$ cat src/rtl/flash_status_mux.sv
module flash_status_mux #(
  parameter int DW = 8
) (
  input  logic          clk,
  input  logic          rst_n,
  input  logic [2:0]    op_state,
  input  logic          time_fail,
  input  logic          addr_in_erase,
  input  logic          prog_d7,
  input  logic          rd_stb,
  input  logic [DW-1:0] array_data,
  output logic [DW-1:0] dout,
  output logic          ready
);
  localparam logic [2:0] ST_PROG  = 3'd1;
  localparam logic [2:0] ST_ERASE = 3'd2;
  localparam logic [2:0] ST_SUSP  = 3'd3;
  localparam logic [2:0] ST_SPROG = 3'd4;

  wire is_prog  = (op_state == ST_PROG) || (op_state == ST_SPROG);
  wire is_erase = (op_state == ST_ERASE);
  wire is_susp  = (op_state == ST_SUSP);
  wire busy     = is_prog || is_erase;
  wire active   = busy || is_susp;

  logic rd_q, t6_q, t2_q, tout_q;
  wire  rd_fall = rd_q && !rd_stb;

  always_ff @(posedge clk or negedge rst_n) begin
    if (!rst_n) begin
      rd_q   <= 1'b0;
      t6_q   <= 1'b0;
      t2_q   <= 1'b0;
      tout_q <= 1'b0;
    end else begin
      rd_q <= rd_stb;
      if (!active) begin
        t6_q   <= 1'b0;
        t2_q   <= 1'b0;
        tout_q <= 1'b0;
      end else begin
        if (rd_fall && busy)
          t6_q <= ~t6_q;
        if (rd_fall && (is_erase || is_susp) && addr_in_erase)
          t2_q <= ~t2_q;
        if (time_fail && busy)
          tout_q <= 1'b1;
      end
    end
  end

  logic [7:0]    stat;
  logic [DW-1:0] stat_w;

  always_comb begin
    stat = 8'h00;
    if (is_prog) begin
      stat[7] = ~prog_d7;
      stat[6] = t6_q;
      stat[5] = tout_q;
    end else if (is_erase) begin
      stat[6] = t6_q;
      stat[5] = tout_q;
      stat[3] = 1'b1;
      stat[2] = t2_q;
    end else if (is_susp) begin
      stat[7] = 1'b1;
      stat[6] = t6_q;
      stat[2] = t2_q;
    end
  end

  always_comb begin
    stat_w      = '0;
    stat_w[7:0] = stat;
  end

  wire show_array = !active || (is_susp && !addr_in_erase);

  assign dout  = show_array ? array_data : stat_w;
  assign ready = !busy;
endmodule

$ cat config.mk
export PLATFORM = sky130hd
export DESIGN_NAME = flash_status_mux
export DESIGN_NICKNAME = d
export VERILOG_FILES = /design/src/rtl/flash_status_mux.sv
export SDC_FILE = /design/constraint.sdc
export NUM_CORES = 1
export LEC_CHECK = 0
export BUFFER_PORTS_ARGS = -buffer_cell sky130_fd_sc_hd__buf_4
export CORE_AREA = 5 5 42 44
export DETAILED_ROUTE_END_ITERATION = 8
export DIE_AREA = 0 0 47 49
export PLACE_DENSITY = 0.65
export SETUP_SLACK_MARGIN = 0.05
export SYNTH_ARGS = -nofsm -noshare
export SYNTH_HDL_FRONTEND = slang
export SYNTH_SLANG_ARGS = --single-unit
export TNS_END_PERCENT = 1
$ cat constraint.sdc
create_clock -name clk -period 1.29 [get_ports clk]
set_input_delay 0 -clock clk [delete_from_list [all_inputs] [get_ports clk]]
set_output_delay 0 -clock clk [all_outputs]
set_load 0.02 [all_outputs]
==> results.py <==
metrics = {
    "pwr": {
        "p_int_uw": 355.6,
        "ir_drop_v": 0.0004693,
        "powerDensity_mw_per_mm2": 771.4,
        "leakagePower_nw": 0.3294,
        "p_seq_share_pct": 26.3,
        "total_power_uw": 533.7,
        "p_switching_uw": 178.1,
        "combPwrFrac_pct": 44.7,
        "p_clk_share_pct": 29.0,
        "swShare_pct": 33.37,
    },
    "detailed_routing": {
        "wl_um": 1201,
        "via_per_inst": 4.827,
        "wl_per_cell_um": 11.55,
        "drt.antenna.violating_nets": 0,
        "vias": 502,
        "drc": 0,
        "drt_pre_antenna_iters": 3,
        "first_iter_violations": 5,
    },
    "yosys": {
        "async_flop_share_pct": 100.0,
        "synthesis.area_um2": 460.4,
        "synthCells": 60,
        "synth_edf_count": 0,
        "yosysWarningCount": 0,
        "synth_nets": 77,
        "synth_flop_cell": "dfrtp_1",
        "ys_ff_latch": 4,
        "synth.distinct_cells": 28,
        "syn_area_per_cell_um2": 7.674,
        "seq_area_frac_synth_pct": 21.74,
    },
    "floorplanning": {
        "core_area_mm2": 0.001401,
        "die_h_um": 49,
        "ioPinCount": 26,
        "std_cell_rows": 14,
        "die_area_mm2": 0.002303,
        "chipWidth_um": 47,
        "start_util_pct": 32.86,
    },
    "clock_network": {
        "cts-root-buf": "clkbuf_4",
        "numCtsBuffers": 3,
        "cts.sinks": 4,
        "cts_tree": "yes",
        "htreeDepth": 1,
        "cts_resized": 0,
        "path_clk_slew_ns": 0.04,
        "cts_buffer_depth": 2,
        "clock_latency_ns": 0.24,
    },
    "grt": {
        "grt_pass1_wl_um": 2028,
        "grt_overflow": 0,
        "grt_max_degree": 15,
        "grt_pass1_vias": 491,
        "antenna_found_initial": 0,
        "track_usage_pct": 11.72,
    },
    "setup_path": {
        "crit_required_ns": 1.29,
        "startpoint_type": "flop",
        "crit_arrival_ns": 1.28,
        "critPathKind": "flop to output pin",
        "worstPathMaxFanout": 4,
        "end_kind": "output pin",
    },
    "min_path": {
        "holdCritPathClass": "input pin to flop",
    },
    "final_layout": {
        "nFillCells": 145,
        "syn_to_final_growth_pct": 50.27,
        "nets": 107,
        "num_antenna_cells": 0,
        "final_area_um2": 691.9,
        "mostFrequentLayoutCell": "buf_4",
        "drive_gt1_share_pct": 38.64,
        "layout_common_cells": "buf_4, nor2_1, o21ai_1, inv_1, a21oi_1",
    },
    "timing": {
        "worst_slew_pin_slew_ns": 0.3010,
        "setup_viol": 0,
        "fin_skew_ns": 0.006842,
        "hold_viol": 0,
        "setup_slack_ns": 0.009325,
        "relSlewSlack_pct": 79.80,
        "period_share_pct": 99.28,
        "max_freq_mhz": 780.8,
        "period_minus_slack_ns": 1.281,
        "rsz0062_at_grt": "true",
        "report.final.slew_viol_count": 0,
        "final.setup.tns_ns": 0,
    },
    "run": {
        "maxCapViolCount": 0,
    },
    "placement": {
        "hpwl_um": 977.7,
        "io_buffers": 25,
        "place_congestion": 0.6926,
        "placed_area_um2": 641.9,
        "place_ws_ns": 0.1771,
    },
    "status": {
        "outcome": "complete, no violations",
    },
}
## per-stage QoR
step	hold WS (ns)	util [%]	instances
finish	0.02987	49.38	104
detailed placement	-0.2016	45.80	98
CTS	0.02372	49.38	104
floorplan	-0.2956	-	60
global placement	-0.2019	45.80	98
global route	0.05234	49.38	104
## worst paths after layout
kind / to / cells past startpoint / slack, ns / startpoint
worst min register to register: tout_q / 2 / 0.56 / tout_q
worst max-delay path: dout[6] / 5 / 0.009 / t6_q
min in group asynchronous: tout_q / 2 / 0.09 / rst_n
worst max register to register: t6_q / 4 / 0.27 / t6_q
max in group asynchronous: t6_q / 2 / 1.10 / rst_n
worst min-delay path: tout_q / 3 / 0.03 / time_fail
## routing by layer
| metal | up-vias | global-route usage, % | share of wire, % |
|---|---|---|---|
| li1 | 265 | - | - |
| met1 | 225 | 13.53 | 42 |
| met2 | 12 | 19.68 | 53 |
| met3 | 0 | 3.321 | 5.8 |
| met4 | 0 | 4.147 | 0 |
| met5 | - | 0 | 0 |
## worst max-delay path, cell delays in order, from the launching register on
cell and delay, ns:
dfrtp_1 0.40, mux2i_1 0.10, mux2i_1 0.13, nor2_1 0.06, a311oi_2 0.18, buf_4 0.18
## synth_stat cells, types with 2 or more instances
cell type	instances	share of area, %
dfrtp_1	4	22
nor2_1	7	5.7
a21oi_1	5	5.4
o21ai_1	5	5.4
and2_1	3	4.1
o21ai_0	2	2.2
maj3_1	2	4.3
buf_4	2	3.3
mux2i_1	2	4.3
nor2b_1	3	4.1
inv_1	5	4.1
nand2_1	4	3.3
## cell type report
| class | count | area [µm²] | area share, % |
|---|---|---|---|
| clock buffers | 3 | 22.52 | 3.255 |
| inverters | 5 | 18.77 | 2.712 |
| flip-flops and latches | 4 | 100.1 | 14.47 |
| well taps | 16 | 20.02 | 2.893 |
| repair buffers | 28 | 215.2 | 31.10 |
| multi-input cells | 48 | 315.3 | 45.57 |
## kinds of logic after synthesis
logic type | count (synthesis) | synth area share (%)
xor gates and xnor gates | 2 | 5.436
muxes | 2 | 4.348
buffers and inverters | 8 | 9.782
DFF | 4 | 21.74
AOI/OAI and AO/OA | 18 | 25.27
adders and majority gates | 2 | 4.348
and+or+nand+nor | 24 | 29.08
## registers in the layout, indices dropped and copies added (netlist names)
register / count
rd_q: 1
tout_q: 1
t6_q: 1
t2_q: 1
## timing repair
| item | CTS | global route |
|---|---|---|
| hold buffers | 2 | 0 |
| endpoints found under the hold margin | 5 | 0 |
| buffers inserted | 1 | 0 |
| gates cloned | 0 | 0 |
| pin swaps | 1 | 0 |
| endpoints found under the setup margin | 1 | 1 |
## power by group through the flow
stage	Combinational, mW	Sequential [mW]	Clock, mW
after detailed placement	0.232	0.142	0
final	0.239	0.140	0.155
after global placement	0.231	0.142	0
after floorplan	0.139	0.141	0
after global routing	0.260	0.141	0.170
after CTS	0.241	0.140	0.162
Note: power is estimated with default switching activity, not from simulation.
